`src/rtl/pwr_seq_pkg.sv`:
```
`timescale 1ns/1ps
package pwr_seq_pkg;
  localparam int NUM_RAILS = 4;
  localparam int NUM_RST   = 2;

  typedef enum logic [2:0] {
    LVL_OFF   = 3'd0,
    LVL_BOOST = 3'd1,
    LVL_SAT   = 3'd2,
    LVL_PERI  = 3'd3,
    LVL_CORE  = 3'd4
  } lvl_e;
endpackage

```
`src/rtl/pwr_seq_fsm.sv`:
```
`timescale 1ns/1ps
module pwr_seq_fsm
  import pwr_seq_pkg::*;
(
  input  logic                 clk_i,
  input  logic                 rst_ni,
  input  logic                 go_i,
  input  logic                 diff_i,
  input  logic                 boost_ok_i,
  input  logic                 sat_ok_i,
  input  logic                 peri_ok_i,
  output logic [NUM_RAILS-1:0] en_o
);
  lvl_e lvl_q, lvl_d;

  always_comb begin
    lvl_d = lvl_q;
    if (lvl_q >= LVL_PERI && diff_i) begin
      lvl_d = LVL_OFF;
    end else if (lvl_q == LVL_OFF) begin
      if (go_i && !diff_i) lvl_d = LVL_BOOST;
    end else if (!go_i) begin
      // reverse order: drop most recent rail
      unique case (lvl_q)
        LVL_CORE:  lvl_d = LVL_PERI;
        LVL_PERI:  lvl_d = LVL_SAT;
        LVL_SAT:   lvl_d = LVL_BOOST;
        default:   lvl_d = LVL_OFF;
      endcase
    end else begin
      unique case (lvl_q)
        LVL_BOOST: if (boost_ok_i) lvl_d = LVL_SAT;
        LVL_SAT:   if (sat_ok_i)   lvl_d = LVL_PERI;
        LVL_PERI:  if (peri_ok_i)  lvl_d = LVL_CORE;
        default:   lvl_d = lvl_q;
      endcase
    end
  end

  always_ff @(posedge clk_i or negedge rst_ni) begin
    if (!rst_ni) lvl_q <= LVL_OFF;
    else         lvl_q <= lvl_d;
  end

  for (genvar k = 0; k < NUM_RAILS; k++) begin : g_en
    assign en_o[k] = (lvl_q > lvl_e'(k));
  end
endmodule

```
`src/rtl/rst_glitch_filt.sv`:
```
`timescale 1ns/1ps
module rst_glitch_filt #(
  parameter int LIM = 4000,
  localparam int CW = $clog2(LIM + 1)
) (
  input  logic clk_i,
  input  logic rst_ni,
  input  logic dip_ok_i,
  input  logic hard_ok_i,
  output logic rst_no
);
  logic [CW-1:0] cnt_q;
  logic          trip;
  logic          rst_q;

  assign trip = (cnt_q == CW'(LIM));

  always_ff @(posedge clk_i or negedge rst_ni) begin
    if (!rst_ni) begin
      cnt_q <= '0;
      rst_q <= 1'b0;
    end else begin
      rst_q <= hard_ok_i && !trip;
      if (dip_ok_i)   cnt_q <= '0;
      else if (!trip) cnt_q <= cnt_q + 1'b1;
    end
  end

  assign rst_no = rst_q;
endmodule

```
`src/rtl/pwr_seq_ctrl.sv`:
```
`timescale 1ns/1ps
module pwr_seq_ctrl
  import pwr_seq_pkg::*;
#(
  parameter int CLK_KHZ = 200000,
  parameter int FILT_US = 20
) (
  input  logic clk_i,
  input  logic rst_ni,
  input  logic key_i,
  input  logic batt_ok_i,
  input  logic boost_ok_i,
  input  logic sat_ok_i,
  input  logic peri_ok_i,
  input  logic core_ok_i,
  input  logic diff_over_i,
  input  logic vint_ok_i,
  output logic boost_en_o,
  output logic sat_en_o,
  output logic peri_en_o,
  output logic core_en_o,
  output logic rst_main_no,
  output logic rst_red_no
);
  localparam int FILT_CYC = CLK_KHZ * FILT_US / 1000;

  logic [NUM_RAILS-1:0] en;
  logic [NUM_RST-1:0]   rst_n;
  logic                 hard_ok;

  pwr_seq_fsm u_fsm (
    .clk_i      (clk_i),
    .rst_ni     (rst_ni),
    .go_i       (key_i && batt_ok_i),
    .diff_i     (diff_over_i),
    .boost_ok_i (boost_ok_i),
    .sat_ok_i   (sat_ok_i),
    .peri_ok_i  (peri_ok_i),
    .en_o       (en)
  );

  assign hard_ok = vint_ok_i && peri_ok_i && core_ok_i;

  // independent channels, one per reset line
  for (genvar i = 0; i < NUM_RST; i++) begin : g_rst
    rst_glitch_filt #(.LIM(FILT_CYC)) u_filt (
      .clk_i     (clk_i),
      .rst_ni    (rst_ni),
      .dip_ok_i  (boost_ok_i),
      .hard_ok_i (hard_ok),
      .rst_no    (rst_n[i])
    );
  end

  assign boost_en_o  = en[0];
  assign sat_en_o    = en[1];
  assign peri_en_o   = en[2];
  assign core_en_o   = en[3];
  assign rst_main_no = rst_n[0];
  assign rst_red_no  = rst_n[1];
endmodule

```
`config.mk`:
```
export PLATFORM = sky130hd
export DESIGN_NAME = pwr_seq_ctrl
export DESIGN_NICKNAME = d
export VERILOG_FILES = /design/src/rtl/pwr_seq_pkg.sv /design/src/rtl/pwr_seq_fsm.sv /design/src/rtl/rst_glitch_filt.sv /design/src/rtl/pwr_seq_ctrl.sv
export SDC_FILE = /design/constraint.sdc
export NUM_CORES = 1
export LEC_CHECK = 0
export BUFFER_PORTS_ARGS = -buffer_cell sky130_fd_sc_hd__buf_2
export CAP_MARGIN = 20
export CORE_ASPECT_RATIO = 1.5
export CORE_MARGIN = 3
export CORE_UTILIZATION = 43
export CTS_BUF_LIST = sky130_fd_sc_hd__clkbuf_8
export CTS_CLUSTER_DIAMETER = 100
export DETAILED_ROUTE_END_ITERATION = 12
export GPL_TIMING_DRIVEN = 0
export PLACE_DENSITY = 0.72
export SLEW_MARGIN = 20
export SYNTH_ARGS = -nofsm -noshare
export SYNTH_HDL_FRONTEND = slang
export SYNTH_SLANG_ARGS = --single-unit
```
`constraint.sdc`:
```
create_clock -name clk_i -period 2 [get_ports clk_i]
set_input_delay 0.6 -clock clk_i [delete_from_list [all_inputs] [get_ports clk_i]]
set_output_delay 0.6 -clock clk_i [all_outputs]
set_load 0.02 [all_outputs]
```
==> run_results.csv, run 1 <==
group,metric,value,unit
outcome,status,"finished, final reports clean",
global_route,grt_overflow,0,
route,vias,1269,
worst_setup_path,regToRegStartpoint,"g_rst[0].u_filt.cnt_q[4]$_DFFE_PN0P_",
worst_setup_path,cp.arrival,1.30,ns
logic_synthesis,ys_warn_count,0,
route,drtIter0Drc,15,
cells_and_area,regArea,726.9,um2
sta,setup_tns,0,ns
logic_synthesis,synth_cell_types,38,
place,numPortBuffers,14,
logic_synthesis,syn_avg_cell_area,9.478,um2
cells_and_area,final_area,1804,um2
power_and_ir_drop,p_per_area,797.6,nW/um2
sta,hold_viol_final,0,
clock_network,root_buffer,"clkbuf_8",
cells_and_area,final_nets,204,
die,row_count,26,
global_route,grt_max_degree,30,
sta,worst_clock_skew,0.005702,ns
worst_setup_path,critPathMaxFanout,2,
sta,max_clock_freq,0.5263,GHz
clock_network,cts.clk_slew.worst_paths,0.06,ns
logic_synthesis,synth_fp_nets,181,
worst_setup_path,r2r_slack,0.23,ns
power_and_ir_drop,ir_drop,556.4,uV
power_and_ir_drop,switching_share,30.51,%
worst_setup_path,r2r_end,"g_rst[0].u_filt.cnt_q[1]$_DFFE_PN0P_",
die,start_util,45.47,%
cells_and_area,syn_to_final_growth,13.99,%
clock_network,cts_tree,"built",
die,io_pins,16,
clock_network,numClockSinks,29,
cells_and_area,drive_above_1_share,14.66,%
clock_network,numCtsBuffers,5,
clock_network,htreeDepth,2,
cells_and_area,diodes,0,
power_and_ir_drop,pwr-share-clk,29.5,%
die,core,3481,um2
route,drc_errors,0,
clock_network,cts_buffer_depth,2,
worst_setup_path,critPathLaunchType,"flop",
global_route,track_usage,16.04,%
route,ant_nets,0,
cells_and_area,multiInputGateArea,798.3,um2
power_and_ir_drop,p_seq_share,45.3,%
die,die_w,55.54,um
power_and_ir_drop,power_frac_comb,25.3,%
route,routed_wl,3089,um
job,max-cap-violations,0,
sta,worst_slack,0.09976,ns
route,post_drt_wl_per_cell,13.26,um
sta,finalCritPeriodShare,95.01,%
global_route,grt_pass1_vias,1247,
power_and_ir_drop,p_switching,439.1,uW
sta,finalSetupViolations,0,
global_route,grt_antenna_before_repair,0,
place,dp_hpwl,2327,um
worst_setup_path,ff2ff_path_depth,5,
clock_network,insertion_delay,0.27,ns
power_and_ir_drop,internal_power,1000,uW
die,dieHeight,80.31,um
logic_synthesis,seq_area_frac_synth,45.85,%
clock_network,ctsHoldBuffers,0,
route,drtPass1Iterations,4,
logic_synthesis,syn_inst,167,
cells_and_area,num-fill-cells,336,
power_and_ir_drop,leakage,0.0007952,uW
worst_setup_path,worstPathRequired,1.40,ns
global_route,grt_pass1_wl,5561,um
min_path,hp-class,"in2async",
place,place.gp.congestion,0.7842,
sta,slew_headroom,58.70,%
sta,min_period,1.900,ns
sta,tightest_slew,0.6196,ns
place,place_ws,-0.01346,ns
logic_synthesis,synth_area,1583,um2
sta,rsz0062_at_grt,"no",
logic_synthesis,synth_seq_cells,29,
route,routed_via_density,5.446,
place,dpl_cell_area,1705,um2
die,dieArea,4460,um2
sta,drv_slew,0,
worst_setup_path,worstSetupEndpointType,"primary output",
worst_setup_path,critPathKind,"reg2out",
-- area by class of cell --
cell class                      instances  share of cell area, %
Clock inverter                          3                 0.6241
Inverter                                7                  1.456
Timing Repair Buffer                   16                  4.716
Multi-Input combinational cell        124                  44.24
Buffer                                  7                  1.942
Tap cell                               42                  2.913
Clock buffer                            5                  3.814
Sequential cell                        29                  40.29
-- power groups by stage --
stage / combinational (uW) / sequential, uW / clock [uW]
2_1_floorplan: 236 / 661 / 0
3_3_place_gp: 311 / 668 / 0
3_5_place_dp: 330 / 672 / 0
4_1_cts: 359 / 650 / 440
5_1_grt: 405 / 657 / 465
6_report: 364 / 651 / 424
-- stage by stage --
step           instances  hold WS, ns  utilization [%]  power [uW]
2_1_floorplan        167       0.3044                -       896.5
3_3_place_gp         223       0.5278            48.99       979.8
3_5_place_dp         223       0.5407            48.99        1002
4_1_cts              232       0.3552            51.55        1449
5_1_grt              233       0.3779            51.83        1527
6_report             233       0.3370            51.83        1439
-- placed cells by master, fill, tap and decap left out, types with 3 or more instances in the layout --
master    Yosys  layout
clkbuf_8      0       5
dfrtp_1      29      28
a21oi_1       7       7
xnor2_1       8       8
nand3_1      10      10
clkbuf_1      5       5
nor2_1       21      20
ha_1          4       4
or3_1         4       4
mux2i_1       3       3
o21ai_0       5       5
nand2_1       9       9
and3_1        3       3
buf_2         1      15
nor3_1        5       5
o211ai_1      3       3
inv_1         7      10
nor4_1        3       3
xor2_1        8       8
nand2b_1      5       5
nand4_1       5       5
-- logic make-up after synthesis --
family	after synthesis	share of synthesized area (%)
fa+ha+maj	4	3.162
flops	29	45.85
simple gates	82	29.01
buf+inv	14	3.874
compound gates	19	7.352
xor+xnor	16	8.854
mux	3	1.897
-- worst max-delay path, stage by stage (launching register included) --
cell and delay [ns]:
dfrtp_2 0.40, or2_2 0.31, nor2_2 0.10, inv_1 0.06, buf_2 0.15
-- how the worst max path moves through the flow --
stage	from	endpoint	cells after the start
floorplan	boost_ok_i	u_fsm.lvl_q[0]$_DFFE_PN0P_	5
global placement	boost_ok_i	u_fsm.lvl_q[0]$_DFFE_PN0P_	5
detailed placement	boost_ok_i	u_fsm.lvl_q[0]$_DFFE_PN0P_	5
CTS	u_fsm.lvl_q[2]$_DFFE_PN0P_	boost_en_o	4
global route	u_fsm.lvl_q[2]$_DFFE_PN0P_	peri_en_o	3
finish	u_fsm.lvl_q[1]$_DFFE_PN0P_	boost_en_o	4
-- state kept, by name (all words and copies together) (netlist names) --
signal               flops
g_rst.u_filt.rst_no      2
u_fsm.lvl_q              3
g_rst.u_filt.cnt_q      24
-- synthesized netlist by cell type (all sizes together) --
| library cell | n | area (um2) |
|---|---|---|
| a222oi | 1 | 10.01 |
| nand2 | 9 | 33.78 |
| nor4b | 1 | 8.760 |
| clkbuf | 5 | 18.77 |
| and4b | 1 | 10.01 |
| o311ai | 1 | 8.760 |
| or4 | 1 | 11.26 |
| and4 | 1 | 8.760 |
| nor4bb | 1 | 10.01 |
| xor2 | 8 | 70.07 |
| nor2 | 21 | 78.83 |
| inv | 7 | 26.28 |
| a21o | 1 | 7.510 |
| nor3 | 5 | 25.02 |
| nand3 | 10 | 50.05 |
| nand3b | 2 | 15.01 |
| nor4 | 3 | 18.77 |
| ha | 4 | 50.05 |
| dfrtp | 29 | 725.7 |
| or3b | 2 | 17.52 |
| nand4bb | 2 | 22.52 |
| o21ai | 5 | 25.02 |
| or3 | 4 | 25.02 |
| o211ai | 3 | 22.52 |
| or2 | 1 | 6.260 |
| and3 | 3 | 18.77 |
| buf | 2 | 16.26 |
| a21oi | 7 | 35.03 |
| xnor2 | 8 | 70.07 |
| nand2b | 5 | 31.28 |
| nor3b | 2 | 15.01 |
| nand4 | 5 | 31.28 |
| nor2b | 2 | 12.51 |
| mux2i | 3 | 30.03 |
| a211oi | 1 | 7.510 |
| nand4b | 1 | 8.760 |
-- per-layer routing --
metal  global-route usage, %  wire length (um)  part of all wire [%]  up-vias
met5                       0                 0                     0        -
li1                        -                 -                     -      628
met1                   16.79              1224                    40      614
met4                   7.299                62                   2.0        0
met3                   4.502               120                   3.9        6
met2                   29.38              1681                    54       21
-- repair_timing --
action | CTS | global route
resized for setup | 1 | 1
setup buffers | 1 | 1
pin swaps | 0 | 0
endpoints found under the setup margin | 1 | 2
Power figures use the tool's default switching activity.
==> inputs of run 2 (changes only) <==
--- a/config.mk
+++ b/config.mk
@@ -7,2 +7,3 @@
 export LEC_CHECK = 0
+export ABC_AREA = 1
 export BUFFER_PORTS_ARGS = -buffer_cell sky130_fd_sc_hd__buf_2
==> constraint.sdc (replaced) <==
create_clock -name clk_i -period 2 [get_ports clk_i]
set_input_delay 0.4 -clock clk_i [delete_from_list [all_inputs] [get_ports clk_i]]
set_output_delay 0.4 -clock clk_i [all_outputs]
set_load 0.02 [all_outputs]
==> run 2 against run 1 <==
Net effect: synthesized cell count grew 41%; first-iteration DRC count is 110% higher; critical endpoint unchanged; clock skew up 0.0014 ns; flip-flop and latch count unchanged; critical path type unchanged; largest power group unchanged; via count is 17% higher; routed wire length grew 7.8%; clock power increased by 6.1%; critical path depth unchanged.
==> run_results.csv, run 2 <==
group,metric,value,unit
outcome,status,"finished, final reports clean",
logic_synthesis,synth_top_cell_area_share,41.88,%
cells_and_area,final_nets,271,
route,ant_nets,0,
clock_network,numCtsBuffers,5,
logic_synthesis,syn_inst,236,
die,core,3784,um2
power_and_ir_drop,leakage,0.001002,uW
global_route,grt_antenna_before_repair,0,
cells_and_area,layout_common_cells,"nand2_1 (48), inv_1 (35), nor2_1 (34), dfrtp_1 (29), nand3_1 (24)",
global_route,grt_overflow,0,
logic_synthesis,seq_area_frac_synth,41.88,%
worst_setup_path,worstPathRequired,1.60,ns
sta,drv_slew,0,
clock_network,cts_buffer_depth,2,
job,max-cap-violations,0,
global_route,grt_util_met3,3.715,%
cells_and_area,diodes,0,
cells_and_area,regMostFlops,"g_rst.u_filt.cnt_q",
cells_and_area,drive_above_1_share,17.44,%
sta,worst_clock_skew,0.007102,ns
worst_setup_path,critPathKind,"reg2out",
global_route,grt_max_degree,30,
sta,max_clock_freq,0.6261,GHz
die,start_util,45.80,%
die,dieHeight,83.75,um
clock_network,ctsHoldBuffers,0,
sta,hold_viol_final,0,
worst_setup_path,critPathLaunchType,"flop",
global_route,grt_pass1_wl,6106,um
logic_synthesis,yosys_most_used_dff,"dfrtp_1",
die,die_w,57.84,um
logic_synthesis,synth_top_area_cell,"dfrtp_1",
place,numPortBuffers,14,
cells_and_area,largest_register_ffs,24,
clock_network,cts_resized,0,
logic_synthesis,async_flop_share,100.0,%
sta,fin_hold_ws,0.1445,ns
sta,slew_headroom,56.57,%
logic_synthesis,synth_seq_cells,29,
clock_network,root_buffer,"clkbuf_8",
cells_and_area,final_area,1939,um2
global_route,grtUsageMet2,28.60,%
cells_and_area,syn_to_final_growth,11.91,%
logic_synthesis,synth_cell_types,26,
sta,finalCritPeriodShare,79.86,%
route,drtPass1Iterations,4,
route,routed_wl,3329,um
clock_network,postCtsSetupBuffers,0,
cells_and_area,layout_commonest_cell,"nand2_1",
logic_synthesis,synth.area.top_cells,"dfrtp_1 (42%), nand2_1 (10%), inv_1 (7.4%), nor2_1 (7.4%), nand3_1 (6.9%)",
logic_synthesis,synth.most_common_cell,"nand2_1",
route,routed_via_density,4.917,
place,place.gp.congestion,0.7885,
sta,rsz0062_at_grt,"no",
clock_network,cts_tree,"built",
worst_setup_path,critPathMaxFanout,8,
clock_network,numClockSinks,29,
logic_synthesis,ys_warn_count,0,
place,dpl_cell_area,1857,um2
worst_setup_path,worstSetupEndpointType,"primary output",
global_route,gr-max-usage-layer,"met2",
place,dp_cells,293,
route,vias,1480,
cells_and_area,layoutNonFillerInstCount,301,
clock_network,cts.clk_slew.worst_paths,0.06,ns
logic_synthesis,syn_avg_cell_area,7.343,um2
route,drc_errors,0,
die,row_count,27,
sta,min_period,1.597,ns
min_path,hp-class,"in2async",
power_and_ir_drop,ir_drop,686.0,uV
sta,finalSetupViolations,0,
global_route,grt_pass1_vias,1437,
die,dieArea,4844,um2
logic_synthesis,synth_fp_nets,250,
power_and_ir_drop,p_per_area,803.9,nW/um2
clock_network,insertion_delay,0.28,ns
clock_network,htreeDepth,2,
logic_synthesis,synth_edf_count,0,
route,post_drt_wl_per_cell,11.06,um
logic_synthesis,synth_area,1733,um2
global_route,track_usage,16.16,%
logic_synthesis,synth_common_cells,"nand2_1 (48), inv_1 (34), nor2_1 (34)",
sta,setup_tns,0,ns
global_route,met1_usage,18.08,%
die,io_pins,16,
route,drtIter0Drc,32,
sta,tightest_slew,0.6514,ns
worst_setup_path,cp.arrival,1.20,ns
place,dp_hpwl,2530,um
[run 2: cell types whose count changed after synthesis, sizes merged, moves of 4 or more]
cell,change
nand3,+16
o21ai,+5
nor2,+19
clkbuf,-4
xor2,-4
or3,-4
xnor2,-8
nand2,+48
inv,+29
a21oi,+4
nand2b,-5
[run 2: area by class of cell]
class	instances	area (um2)
fillers	383	1844
multi-input cells	166	839.6
flip-flops and latches	29	725.7
inverters	36	135.1
repair buffers	14	70.07
clock buffers	5	68.82
well taps	43	53.80
plain buffers	5	32.53
clock inverters	3	13.76
[run 2: cell families (layout without fill, tap and decap cells)]
family,after synthesis,after routing,synth area share (%)
compound gates,23,23,6.932
fa+ha+maj,4,4,2.888
simple gates,135,135,36.61
xor+xnor,4,4,2.021
buf+inv,41,63,9.675
flops,29,29,41.88
[run 2: stage by stage]
stage | total power (uW) | worst slack (ns) | utilization [%]
3_3_place_gp | 1123 | 0.6673 | 49.07
3_5_place_dp | 1123 | 0.6560 | 49.07
6_report | 1559 | 0.4027 | 51.26
4_1_cts | 1585 | 0.3844 | 51.26
5_1_grt | 1679 | 0.2832 | 51.26
2_1_floorplan | 1017 | 0.7568 | -
[run 2: routing by layer]
metal / share of wire [%] / up-vias
li1: - / 782
met1: 41 / 671
met2: 54 / 21
met3: 2.7 / 6
met4: 1.9 / 0
met5: 0 / -
[run 2: report_power, final]
part	total, uW	switching [uW]	leakage [uW]	internal [uW]
combinational	453	285	0.000557	168
sequential	657	35.3	0.000395	621
clock	450	215	0.0000491	235
total	1560	535	0.00100	1020
[run 2: final timing paths]
path / slack, ns / start / endpoint / cells past startpoint
worst max-delay path: 0.40 / u_fsm.lvl_q[0]$_DFFE_PN0P_ / boost_en_o / 4
worst min-delay path: 0.14 / rst_ni / g_rst[1].u_filt.cnt_q[11]$_DFFE_PN0P_ / 1
worst max register to register: 0.65 / g_rst[1].u_filt.cnt_q[0]$_DFFE_PN0P_ / g_rst[1].u_filt.cnt_q[1]$_DFFE_PN0P_ / 8
worst min register to register: 0.53 / g_rst[0].u_filt.cnt_q[10]$_DFFE_PN0P_ / g_rst[0].u_filt.cnt_q[10]$_DFFE_PN0P_ / 2
max in group asynchronous: 1.43 / rst_ni / u_fsm.lvl_q[2]$_DFFE_PN0P_ / 1
min in group clk_i: 0.37 / peri_ok_i / g_rst[0].u_filt.rst_no$_DFF_PN0_ / 3
[run 2: worst max-delay path: stages, from the launching register on]
cell and delay (ns):
dfrtp_1 0.37, buf_6 0.13, nor2_1 0.17, nand2_2 0.08
buf_2 0.16
==> inputs of run 3 (changes only) <==
clock period = 1.6 ns   (was 2 ns; I/O delays follow)
==> run 3 against run 2 <==
Net effect: routed wire length is essentially flat; first-iteration DRC count is 3.1% higher; sequential share of layout area barely moved; flip-flop and latch count unchanged; combinational power is 26% higher; clock power is 25% higher; die area unchanged; clock-buffer cell count is the same; global-route usage did not move; final cell count unchanged; total power grew 25%.
==> run_results.csv, run 3 (synthesis results as in run 2) <==
group,metric,value,unit
sta,worst_clock_skew,0.007102,ns
die,io_pins,16,
cells_and_area,regMostFlops,"g_rst.u_filt.cnt_q",
die,start_util,45.80,%
global_route,grt_antenna_before_repair,0,
route,vias,1481,
clock_network,cts.clk_slew.worst_paths,0.06,ns
cells_and_area,drive_above_1_share,17.83,%
power_and_ir_drop,total_power,1956,uW
cells_and_area,final_nets,271,
clock_network,numClockSinks,29,
route,met2_length,1807,um
worst_setup_path,critPathMaxFanout,6,
global_route,grt_pass1_vias,1437,
min_path,hp-class,"in2async",
cells_and_area,layout_commonest_cell,"nand2_1",
sta,setup_tns,0,ns
die,row_count,27,
sta,worst_slack,0.1385,ns
worst_setup_path,r2r_slack,0.25,ns
power_and_ir_drop,p_per_area,1007,nW/um2
route,drtPass1Iterations,4,
place,numPortBuffers,14,
worst_setup_path,cpMaxStageDelayCell,"dfrtp_1",
die,die_w,57.84,um
route,ant_nets,0,
sta,max_clock_freq,0.6842,GHz
cells_and_area,largest_register_ffs,24,
sta,fin_hold_ws,0.06450,ns
clock_network,htreeDepth,2,
sta,tightest_slew,0.6514,ns
clock_network,insertion_delay,0.28,ns
global_route,grt_max_degree,30,
sta,hold_viol_final,0,
power_and_ir_drop,leakage,0.001002,uW
worst_setup_path,worstSetupEndpointType,"primary output",
route,drtIter0Drc,33,
route,route.met3.wl,91,um
place,place.gp.congestion,0.7885,
cells_and_area,diodes,0,
route,drc_errors,0,
worst_setup_path,critPathKind,"reg2out",
global_route,grt_overflow,0,
clock_network,root_buffer,"clkbuf_8",
route,wl_met1,1366,um
outcome,status,"finished, final reports clean",
sta,drv_slew,0,
die,core,3784,um2
route,routed_wl,3330,um
route,post_drt_wl_per_cell,11.06,um
worst_setup_path,cp.arrival,1.14,ns
place,place_ws,0.2664,ns
clock_network,cts_buffer_depth,2,
clock_network,cts_tree,"built",
worst_setup_path,cpPeakStageDelay,0.45,ns
worst_setup_path,ff2ff_path_depth,8,
die,dieHeight,83.75,um
worst_setup_path,regToRegStartpoint,"g_rst[1].u_filt.cnt_q[0]$_DFFE_PN0P_",
place,dp_hpwl,2530,um
route,routed_via_density,4.920,
clock_network,numCtsBuffers,5,
worst_setup_path,crit_chain,"nor2_2 -> nand2_2 -> buf_2",
cells_and_area,num-fill-cells,382,
worst_setup_path,r2r_end,"g_rst[1].u_filt.cnt_q[1]$_DFFE_PN0P_",
global_route,grt_pass1_wl,6106,um
job,max-cap-violations,0,
worst_setup_path,critPathLaunchType,"flop",
route,top_layer,"met4",
sta,finalSetupViolations,0,
cells_and_area,syn_to_final_growth,12.06,%
cells_and_area,layout_common_cells,"nand2_1 (48), inv_1 (35), nor2_1 (33), dfrtp_1 (29), nand3_1 (24)",
sta,min_period,1.461,ns
sta,slew_headroom,56.57,%
global_route,track_usage,16.16,%
power_and_ir_drop,ir_drop,858.6,uV
die,dieArea,4844,um2
cells_and_area,utilization,51.32,%
worst_setup_path,worstPathRequired,1.28,ns
sta,finalCritPeriodShare,91.34,%
clock_network,postCtsSetupBuffers,0,
sta,rsz0062_at_grt,"no",
==> run 3: cell count changes in the layout (fill, tap and decap cells not counted) <==
cell / before / now
nor2_2: 3 / 4
nor2_1: 34 / 33
==> run 3: final cells by class <==
| class | instances | area (um2) | area share [%] |
|---|---|---|---|
| buffer | 5 | 32.53 | 1.675 |
| clock buffer | 5 | 68.82 | 3.544 |
| clock inverter | 3 | 13.76 | 0.7088 |
| inverter | 36 | 135.1 | 6.959 |
| multi-input combinational | 166 | 842.1 | 43.36 |
| sequential | 29 | 725.7 | 37.37 |
| tap | 43 | 53.80 | 2.771 |
| timing repair buffer | 14 | 70.07 | 3.608 |
==> run 3: how the worst max path moves through the flow <==
stage	start	endpoint	cells after the start	slack, ns
finish	u_fsm.lvl_q[1]$_DFFE_PN0P_	boost_en_o	3	0.14
global route	g_rst[1].u_filt.cnt_q[0]$_DFFE_PN0P_	g_rst[1].u_filt.cnt_q[1]$_DFFE_PN0P_	8	0.03
CTS	u_fsm.lvl_q[0]$_DFFE_PN0P_	boost_en_o	4	0.06
detailed placement	g_rst[1].u_filt.cnt_q[0]$_DFFE_PN0P_	g_rst[1].u_filt.cnt_q[0]$_DFFE_PN0P_	8	0.27
global placement	g_rst[1].u_filt.cnt_q[0]$_DFFE_PN0P_	g_rst[1].u_filt.cnt_q[8]$_DFFE_PN0P_	8	0.27
floorplan	u_fsm.lvl_q[0]$_DFFE_PN0P_	u_fsm.lvl_q[1]$_DFFE_PN0P_	9	0.36
==> run 3: where the power goes <==
group / leakage (uW) / switching (uW) / total, uW / internal (uW)
clock: 0.0000491 / 268 / 562 / 294
combinational: 0.000557 / 359 / 571 / 212
sequential: 0.000395 / 46.2 / 823 / 777
==> run 3: through the flow <==
step                instances  area (um2)
finish                    301        1942
global route              301        1942
CTS                       301        1939
detailed placement        293        1857
global placement          293        1857
floorplan                 236        1733
==> run 3: repair_timing <==
action / 4_1_cts / 5_1_grt
setup endpoints to repair: 0 / 1
gates resized for setup: 0 / 1
hold buffers: 0 / 0
==> run 3: per-layer routing <==
layer / up-vias / track usage, %
li1: 782 / -
met1: 672 / 18.08
met2: 21 / 28.60
met3: 6 / 3.715
met4: 0 / 6.329
met5: - / 0
==> run 3: critical path, delay by kind of cell, from the launching register on <==
kind	cells	cell delay [ns]
flip-flops	1	0.45
AND/OR/NAND/NOR	2	0.25
buffers and inverters	1	0.16
